`config.mk`:
```
export PLATFORM = sky130hd
export DESIGN_NAME = fbdma_top
export DESIGN_NICKNAME = d
export VERILOG_FILES = /design/src/rtl/fbdma_pkg.sv /design/src/rtl/fbdma_chan.sv /design/src/rtl/fbdma_arb.sv /design/src/rtl/fbdma_seq.sv /design/src/rtl/fbdma_top.sv
export SDC_FILE = /design/constraint.sdc
export NUM_CORES = 1
export LEC_CHECK = 0
export BUFFER_PORTS_ARGS = -buffer_cell sky130_fd_sc_hd__buf_2
export CORE_ASPECT_RATIO = 1.5
export CORE_MARGIN = 3
export CORE_UTILIZATION = 63
export CTS_BUF_LIST = sky130_fd_sc_hd__clkbuf_16
export CTS_CLUSTER_SIZE = 30
export DETAILED_ROUTE_END_ITERATION = 12
export PLACE_DENSITY = 0.82
export SKIP_CTS_REPAIR_TIMING = 1
export SLEW_MARGIN = 20
export SYNTH_ARGS = -nofsm -noshare
export SYNTH_HDL_FRONTEND = slang
export SYNTH_SLANG_ARGS = --single-unit
```
`constraint.sdc`:
```
create_clock -name clk -period 4.1 [get_ports clk]
set_input_delay 0.41 -clock clk [delete_from_list [all_inputs] [get_ports clk]]
set_output_delay 0.41 -clock clk [all_outputs]
set_load 0.1 [all_outputs]
```
`src/rtl/fbdma_pkg.sv`:
```
// Package: shared types and register select codes for the fly-by DMA engine.
// Assumes: register selects are two bits wide.
package fbdma_pkg;
    typedef enum logic [1:0] {
        ST_IDLE = 2'd0,
        ST_REQ  = 2'd1,
        ST_XFER = 2'd2
    } seq_state_t;

    localparam logic [1:0] SEL_ADDR = 2'd0;
    localparam logic [1:0] SEL_CNT  = 2'd1;
    localparam logic [1:0] SEL_CTRL = 2'd2;
    localparam logic [1:0] SEL_MODE = 2'd3;
endpackage

```
`src/rtl/fbdma_chan.sv`:
```
// Module: one DMA channel. Holds the address and transfer counters and the
// enable and direction bits, and forms the channel's request.
// Assumes: step is only asserted while req is high, so abort and step never
// coincide.
module fbdma_chan #(
    parameter int AW = 32,
    parameter int CW = 16
) (
    input  logic          clk,
    input  logic          rst_n,
    input  logic          wr_addr,
    input  logic          wr_cnt,
    input  logic          wr_ctrl,
    input  logic [AW-1:0] wdata,
    input  logic [CW-1:0] wcnt,
    input  logic [1:0]    wctrl,
    input  logic          lvl,
    input  logic          abort,
    input  logic          step,
    output logic [AW-1:0] addr,
    output logic          req,
    output logic          tc_evt,
    output logic          ab_evt
);
    logic [CW-1:0] cnt;
    logic          en;
    logic          dec;

    // Request: enabled, count left, FIFO ready, not aborting.
    assign req = en && lvl && (cnt != '0) && !abort;

    // Address counter: load on write, step up or down per transfer.
    always_ff @(posedge clk) begin
        if (!rst_n) begin
            addr <= '0;
        end else if (wr_addr) begin
            addr <= wdata;
        end else if (step) begin
            addr <= dec ? addr - 1'b1 : addr + 1'b1;
        end
    end

    // Transfer counter: load on write, count down per transfer.
    always_ff @(posedge clk) begin
        if (!rst_n) begin
            cnt <= '0;
        end else if (wr_cnt) begin
            cnt <= wcnt;
        end else if (step) begin
            cnt <= cnt - 1'b1;
        end
    end

    // Control bits and event pulses.
    always_ff @(posedge clk) begin
        if (!rst_n) begin
            en     <= 1'b0;
            dec    <= 1'b0;
            tc_evt <= 1'b0;
            ab_evt <= 1'b0;
        end else begin
            tc_evt <= 1'b0;
            ab_evt <= 1'b0;
            if (abort) begin
                en     <= 1'b0;
                ab_evt <= en;
            end else if (wr_ctrl) begin
                en  <= wctrl[0];
                dec <= wctrl[1];
            end else if (step && cnt == CW'(1)) begin
                en     <= 1'b0;
                tc_evt <= 1'b1;
            end
        end
    end
endmodule

```
`src/rtl/fbdma_arb.sv`:
```
// Module: fixed-priority picker; the lowest index wins.
// Assumes: purely combinational, evaluated every cycle.
module fbdma_arb #(
    parameter int N  = 4,
    localparam int IW = (N > 1) ? $clog2(N) : 1
) (
    input  logic [N-1:0]  req,
    output logic          vld,
    output logic [IW-1:0] idx
);
    // Scan from lowest to highest priority so the last hit is the winner.
    always_comb begin
        vld = 1'b0;
        idx = '0;
        for (int i = N - 1; i >= 0; i--) begin
            if (req[i]) begin
                vld = 1'b1;
                idx = IW'(i);
            end
        end
    end
endmodule

```
`src/rtl/fbdma_seq.sv`:
```
// Module: bus sequencer. Requests the bus, waits for the grant, serves one
// channel until its request drops, then either hands over or releases.
// Assumes: the grant may drop at any time; transfers pause while it is low.
module fbdma_seq
    import fbdma_pkg::*;
#(
    parameter int N  = 4,
    localparam int IW = (N > 1) ? $clog2(N) : 1
) (
    input  logic          clk,
    input  logic          rst_n,
    input  logic [N-1:0]  req,
    input  logic          pick_vld,
    input  logic [IW-1:0] pick_idx,
    input  logic          rel_mode,
    input  logic          gnt,
    output logic          bus_req,
    output logic [IW-1:0] cur,
    output logic [N-1:0]  step
);
    seq_state_t st;

    // State and serving-channel register.
    always_ff @(posedge clk) begin
        if (!rst_n) begin
            st  <= ST_IDLE;
            cur <= '0;
        end else begin
            case (st)
                ST_IDLE: if (pick_vld) st <= ST_REQ;
                ST_REQ: if (gnt) begin
                    if (pick_vld) begin
                        st  <= ST_XFER;
                        cur <= pick_idx;
                    end else begin
                        st <= ST_IDLE;
                    end
                end
                ST_XFER: if (!req[cur]) begin
                    if (!rel_mode && pick_vld) cur <= pick_idx;
                    else                       st  <= ST_IDLE;
                end
                default: st <= ST_IDLE;
            endcase
        end
    end

    assign bus_req = (st != ST_IDLE);

    // One transfer per cycle for the serving channel while granted.
    always_comb begin
        for (int i = 0; i < N; i++) begin
            step[i] = (st == ST_XFER) && gnt && req[i] && (cur == IW'(i));
        end
    end
endmodule

```
`src/rtl/fbdma_top.sv`:
```
// Module: four-channel fly-by DMA engine top. Decodes register writes,
// instantiates the channels, the priority picker and the bus sequencer, and
// drives the address of the serving channel.
// Assumes: index 0 is the highest priority.
module fbdma_top
    import fbdma_pkg::*;
#(
    parameter int NCH = 4,
    parameter int AW  = 32,
    parameter int CW  = 16,
    localparam int IW = (NCH > 1) ? $clog2(NCH) : 1
) (
    input  logic           clk,
    input  logic           rst_n,
    input  logic           cfg_we,
    input  logic [IW-1:0]  cfg_ch,
    input  logic [1:0]     cfg_sel,
    input  logic [AW-1:0]  cfg_wdata,
    input  logic [NCH-1:0] fifo_lvl,
    input  logic [NCH-1:0] chan_abort,
    output logic           bus_req,
    input  logic           bus_gnt,
    output logic [AW-1:0]  dma_addr,
    output logic [NCH-1:0] dma_ack,
    output logic [NCH-1:0] tc_evt,
    output logic [NCH-1:0] abort_evt
);
    logic [NCH-1:0] ch_req;
    logic [AW-1:0]  ch_addr [NCH];
    logic           rel_mode;
    logic           pick_vld;
    logic [IW-1:0]  pick_idx;
    logic [IW-1:0]  cur;

    // Bus mode register: hold or release per channel.
    always_ff @(posedge clk) begin
        if (!rst_n)                             rel_mode <= 1'b0;
        else if (cfg_we && cfg_sel == SEL_MODE) rel_mode <= cfg_wdata[0];
    end

    for (genvar g = 0; g < NCH; g++) begin : g_ch
        logic sel_me;
        assign sel_me = cfg_we && (cfg_ch == IW'(g));
        fbdma_chan #(.AW(AW), .CW(CW)) u_chan (
            .clk    (clk),
            .rst_n  (rst_n),
            .wr_addr(sel_me && cfg_sel == SEL_ADDR),
            .wr_cnt (sel_me && cfg_sel == SEL_CNT),
            .wr_ctrl(sel_me && cfg_sel == SEL_CTRL),
            .wdata  (cfg_wdata),
            .wcnt   (cfg_wdata[CW-1:0]),
            .wctrl  (cfg_wdata[1:0]),
            .lvl    (fifo_lvl[g]),
            .abort  (chan_abort[g]),
            .step   (dma_ack[g]),
            .addr   (ch_addr[g]),
            .req    (ch_req[g]),
            .tc_evt (tc_evt[g]),
            .ab_evt (abort_evt[g])
        );
    end

    fbdma_arb #(.N(NCH)) u_arb (
        .req(ch_req),
        .vld(pick_vld),
        .idx(pick_idx)
    );

    fbdma_seq #(.N(NCH)) u_seq (
        .clk     (clk),
        .rst_n   (rst_n),
        .req     (ch_req),
        .pick_vld(pick_vld),
        .pick_idx(pick_idx),
        .rel_mode(rel_mode),
        .gnt     (bus_gnt),
        .bus_req (bus_req),
        .cur     (cur),
        .step    (dma_ack)
    );

    assign dma_addr = ch_addr[cur];
endmodule

```
---- Yosys cells after proc, flatten, opt, wreduce, memory -nomap -nowiden ----
Cells that the tools add are included.
storage, ports and cells
  register bits after elaboration ......... 213
  bits of input ports ..................... 48
  output and inout bits ................... 45
  logic and storage cells ................. 212
cells by class
  add/sub/neg operators ................... 12
  $lt $le $gt $ge ......................... 2
  eq/ne operators ......................... 21
  muxes and demuxes ....................... 56
  bitwise operators ....................... 6
  reductions and logical operators ........ 88
operators with widths
  kind                   number
  $mux 32                14
  $add 32x1->32 const B  4
  $mux 16                8
  $sub 32x1->32 const B  4
  $bmux 32 s2            1
  $eq 16x1->1 const B    4
  $reduce_bool 16->1     4
  $sub 16x1->16 const B  4
  $logic_and 1x1->1      43
  $reduce_bool 2->1      14
  $mux 2                 13
  $mux 1                 17
  $reduce_and 2->1       8
  $eq 2x2->1 const B     7
  $reduce_or 3->1        4
  $eq 2x1->1 const B     4
  $logic_not 2->1        4
  $reduce_or 2->1        4
  $ne 2x1->1 const B     3
  $ne 2x2->1 const B     3
  $pmux 2 s3             1
  $logic_not 1->1        5
  $not 1->1              5
  $reduce_and 5->1       1
  other kinds (6)        6

---- Depth between registers and ports, before layout ----
  depth after elaboration ................. 11
  mapped depth ............................ 12

---- Modules after synthesis ----
Synthesis repeated with hierarchy kept, for this count alone.
second synthesis, totals
  cells, all modules ...................... 2167
  area, all modules ....................... 17264.1 um2
modules (own cells, without submodules)
  module                           times used  cells each  area each (um2)  seq. area each (um2)
  fbdma_chan (g_ch[0].u_chan ...)  2           519         4002.6           1041.0
  fbdma_chan (g_ch[2].u_chan ...)  2           512         3988.8           1041.0
  fbdma_top                        1           62          945.9            20.0
  fbdma_seq                        1           36          300.3            80.1
  fbdma_arb                        1           7           35.0             0.0

---- Worst setup path before layout ----
Ideal clock, no wire load.
  path kind ............................... register -> register
  from .................................... reg g_ch[1].u_chan.dec
  to ...................................... reg g_ch[1].u_chan.addr[31]
  setup time .............................. 0.120 ns
  data arrival time ....................... 3.459 ns
  required time ........................... 3.980 ns
  setup slack ............................. 0.521 ns
  stages on the path, launching flop included .. 12
  period minus slack after synthesis ...... 3.579 ns
  cell sequence ........................... dfxtp_1 > ha_1 > a21oi_1 > o211ai_1 > a2111oi_0 > a21oi_1 > a311oi_1 > a21oi_1 > a2111o_1 > a21o_1 > a21oi_1 > nor3b_1
on the way
  word-level cells in the longest chain between the ends .. 3
RTL lines
  what                    RTL line          source
  from (decl)             fbdma_chan.sv:27  logic dec;
  from (signal assigned)  fbdma_chan.sv:69  dec <= wctrl[1];
  $mux 32                 fbdma_chan.sv:39  addr <= dec ? addr - 1'b1 : addr + 1'b1;
  $mux 32                 fbdma_chan.sv:38  end else if (step) begin
  $mux 32                 fbdma_chan.sv:36  end else if (wr_addr) begin
  to (signal assigned)    fbdma_chan.sv:37  addr <= wdata;
  to (signal assigned)    fbdma_chan.sv:39
  to (decl)               fbdma_chan.sv:20  output logic [AW-1:0] addr,
No other way between the ends. The select of a mux whose other input is x is not followed.
A chain may end at the register's enable or synchronous reset.

---- Worst setup path in the final report ----
  from .................................... reg g_ch[2].u_chan.cnt[4]
  to ...................................... out dma_ack[2]
on the way
  word-level cells in the longest chain between the ends .. 5
RTL lines
  what                             RTL line          source
  from (decl)                      fbdma_chan.sv:25  logic [CW-1:0] cnt;
  from (signal assigned)           fbdma_chan.sv:48  cnt <= wcnt;
  from (signal assigned)           fbdma_chan.sv:50  cnt <= cnt - 1'b1;
  $reduce_bool 16->1               fbdma_chan.sv:30  assign req = en && lvl && (cnt != '0) && !abort;
  $logic_and 1x1->1 (2 in series)  fbdma_chan.sv:30
  $logic_and 1x1->1 (2 in series)  fbdma_seq.sv:53   step[i] = (st == ST_XFER) && gnt && req[i] && (cur == IW'(i));
  to (decl)                        fbdma_top.sv:24   output logic [NCH-1:0] dma_ack,
No other way between the ends.

==> flow_summary_export.csv <==
group,metric,value,unit
die,start_util,0.644,
final_layout,layout.cells.non_filler,2502,
critical_path,crit_fanout,22,
final_layout,nets,2333,
synth,ys_warn_count,0,
synth,yosysSeqAreaShare,0.255,
critical_path,cp.required,3.69,ns
clocking,cts_tree,"built",
place,placed_area,17300,sq um
sta,worstMarginPinSlew,1.23,ns
pwr,p_per_area,261,nW/um^2
synth,syn-num-nets,2329,
critical_path,critical_path_class,"reg2out",
detailed_routing,vias,16597,
synth,synth_area_leaders,"dfxtp_1 (26%), ha_1 (9.6%), a21oi_1 (6.2%), nand2_1 (5.7%), xnor2_1 (5.4%)",
critical_path,critical_path.most_common_cell,"or4_4",
worst_hold_path,min_path_type,"in2reg",
sta,period_needed,3.96,ns
synth,synth_top_cell_area_share,0.255,
place,dp.cells,2462,
detailed_routing,drc,0,
synth,synthFlopType,"dfxtp_1",
place,hpwl,36200,um
clocking,cts_max_level,1,
synth,ys_seq_elements,213,
final_layout,synthToLayoutAreaGrowth,7.70,%
synth,synth_cell_type_count,79,
clocking,cts_buffers,22,
die,io_pins,93,
final_layout,design_area,18000,sq um
clocking,clk_pin_slew_worst_paths,0.07,ns
grt,grt_pass1_wl,79800,um
sta,hold_slack,0.102,ns
detailed_routing,firstDrtPassIters,5,
sta,setup_viol,0,
final_layout,register_area,4270,sq um
die,die_y,205,um
final_layout,postLayoutCoreUtil,0.694,
final_layout,diodes,0,
flow_run,drv_cap,0,
sta,fin_skew,0.0255,ns
clocking,cts-root-buf,"clkbuf_16",
die,rows,72,
clocking,clock_latency,0.55,ns
critical_path,crit_slowest_cell,"or4_4",
grt,grt_usage,0.338,
critical_path,worstPathArrival,3.55,ns
sta,rsz0062_at_grt,"false",
status,outcome,"complete, no violations",
final_layout,multiInputGateArea,11700,sq um
grt,overflow,0,
synth,synth_area,16700,sq um
pwr,vdd.ir_drop.worst,0.000366,V
die,die_x,139,um
detailed_routing,wl_per_cell,19.9,um
sta,max-slew-margin-rel,0.174,
sta,final.period_utilization,0.967,
final_layout,drive_above_1_share,0.101,
detailed_routing,drt_iter0_drc,1605,
final_layout,fillers,2198,
die,core_area,25900,sq um
critical_path,cpPeakStageDelay,0.60,ns
sta,max_freq,0.252,GHz
synth,synthArstFlopShare,0,
synth,syn-mean-instance-area,7.78,sq um
grt,grt_max_degree,87,
sta,maxSlewViolCount,0,
critical_path,critPathLaunchType,"flip-flop",
synth,synth_enable_flop_cells,0,
die,die-area,28600,sq um
detailed_routing,drt-total-wl,49900,um
detailed_routing,vias_per_cell,6.63,
critical_path,worstPathCellList,"or4_4, nor4_4, or4b_4, nor3_4, a31o_4, or4_4, inv_2, buf_2",
grt,antenna_found_initial,0,
grt,grt_pass1_vias,15540,
place,gp_congestion,0.984,
detailed_routing,ant_nets,0,
synth,synth_top_area_cell,"dfxtp_1",
place,portBuffers,92,
sta,hold_viol,0,
clocking,cts_sinks,213,
synth,syn_inst,2149,
critical_path,worstSetupEndpointType,"output pin",
pwr,p_leak,7.43,nW
clocking,clk_path_buf_depth,3,
sta,setup-tns-final,0,ns
[sequential cells by signal, indices dropped and copies added, names as in the netlist]
signal,cells
g_ch.u_chan.dec,4
g_ch.u_chan.en,4
u_seq.cur,2
g_ch.u_chan.cnt,64
rel_mode,1
g_ch.u_chan.addr,128
g_ch.u_chan.ab_evt,4
g_ch.u_chan.tc_evt,4
u_seq.st,2
[final timing paths]
check                           depth (start not counted)  slack (ns)                          startpoint                                    to
worst min register to register                          2        0.48      g_ch[2].u_chan.en$_SDFFE_PP0P_        g_ch[2].u_chan.en$_SDFFE_PP0P_
worst max register to register                         10        0.41     g_ch[1].u_chan.dec$_SDFFE_PN0P_  g_ch[1].u_chan.addr[31]$_SDFFE_PN0P_
worst max-delay path                                    8        0.14  g_ch[2].u_chan.cnt[4]$_SDFFE_PN0P_                            dma_ack[2]
worst min-delay path                                    2        0.10                       chan_abort[3]        g_ch[3].u_chan.en$_SDFFE_PP0P_
[where the power goes]
part	internal, mW	leakage, nW	switching [mW]	total (mW)
logic	0.143	5.36	0.316	0.459
clock network	1.13	0.348	0.945	2.08
registers	2.11	1.72	0.0468	2.16
total	3.39	7.43	1.31	4.69
[area by class of cell]
type,count,area share
Inverter,38,0.00806
Multi-Input combinational cell,1762,0.653
Sequential cell,213,0.237
Clock buffer,22,0.0306
Timing Repair Buffer,116,0.0380
Clock inverter,18,0.0107
Tap cell,333,0.0231
[worst max-delay path: cells and delay by family (launching register included)]
family	cells	cell delay (ns)
AO/OA/AOI/OAI	1	0.20
AND/OR/NAND/NOR	5	1.78
flip-flops	1	0.37
buffers and inverters	2	0.66
[metal layers]
layer | GRT usage | part of all wire
met1 | 0.450 | 0.42
met2 | 0.552 | 0.46
met3 | 0.0412 | 0.078
met4 | 0.152 | 0.049
met5 | 0 | 0
[placed cells by master (no fill, tap or decap), types with 33 or more instances in the layout]
master,n
mux4_2,33
o21ai_0,150
a21oi_1,206
a21o_1,66
inv_1,35
xor2_1,52
buf_2,90
a311oi_1,52
nand2_1,254
xnor2_1,103
nand3_1,49
dfxtp_1,212
ha_1,128
nor2_1,228
nor3_1,43
a211oi_1,73
[cell usage after synthesis, types with 18 or more instances]
| library cell | n |
|---|---|
| nand2_1 | 255 |
| nor2_1 | 228 |
| dfxtp_1 | 213 |
| a21oi_1 | 206 |
| o21ai_0 | 150 |
| ha_1 | 128 |
| xnor2_1 | 103 |
| clkbuf_1 | 96 |
| a211oi_1 | 73 |
| a21o_1 | 66 |
| a311oi_1 | 52 |
| xor2_1 | 52 |
| nand3_1 | 50 |
| nor3_1 | 44 |
| inv_1 | 34 |
| mux4_2 | 33 |
| a31oi_1 | 30 |
| and3_1 | 30 |
| o211ai_1 | 24 |
| nand2b_1 | 19 |
| buf_1 | 18 |
[per-stage QoR]
step	setup slack (ns)	power [mW]
after floorplan	0.521	2.49
after global placement	0.513	2.64
after detailed placement	0.449	2.65
after CTS	0.151	4.69
after global routing	0.000855	4.82
final	0.136	4.69
[cell families (layout without fill, tap and decap cells)]
kind of cell | after synthesis | after routing | synth area share
multiplexers | 43 | 43 | 0.0505
AND/OR/NAND/NOR | 734 | 734 | 0.203
flip-flops | 213 | 213 | 0.255
AO/OA/AOI/OAI | 698 | 698 | 0.267
adder cells (fa/ha/maj) | 132 | 132 | 0.101
XOR/XNOR | 155 | 155 | 0.0812
buffers and inverters | 174 | 194 | 0.0428
Note: power is estimated with default switching activity, not from simulation.
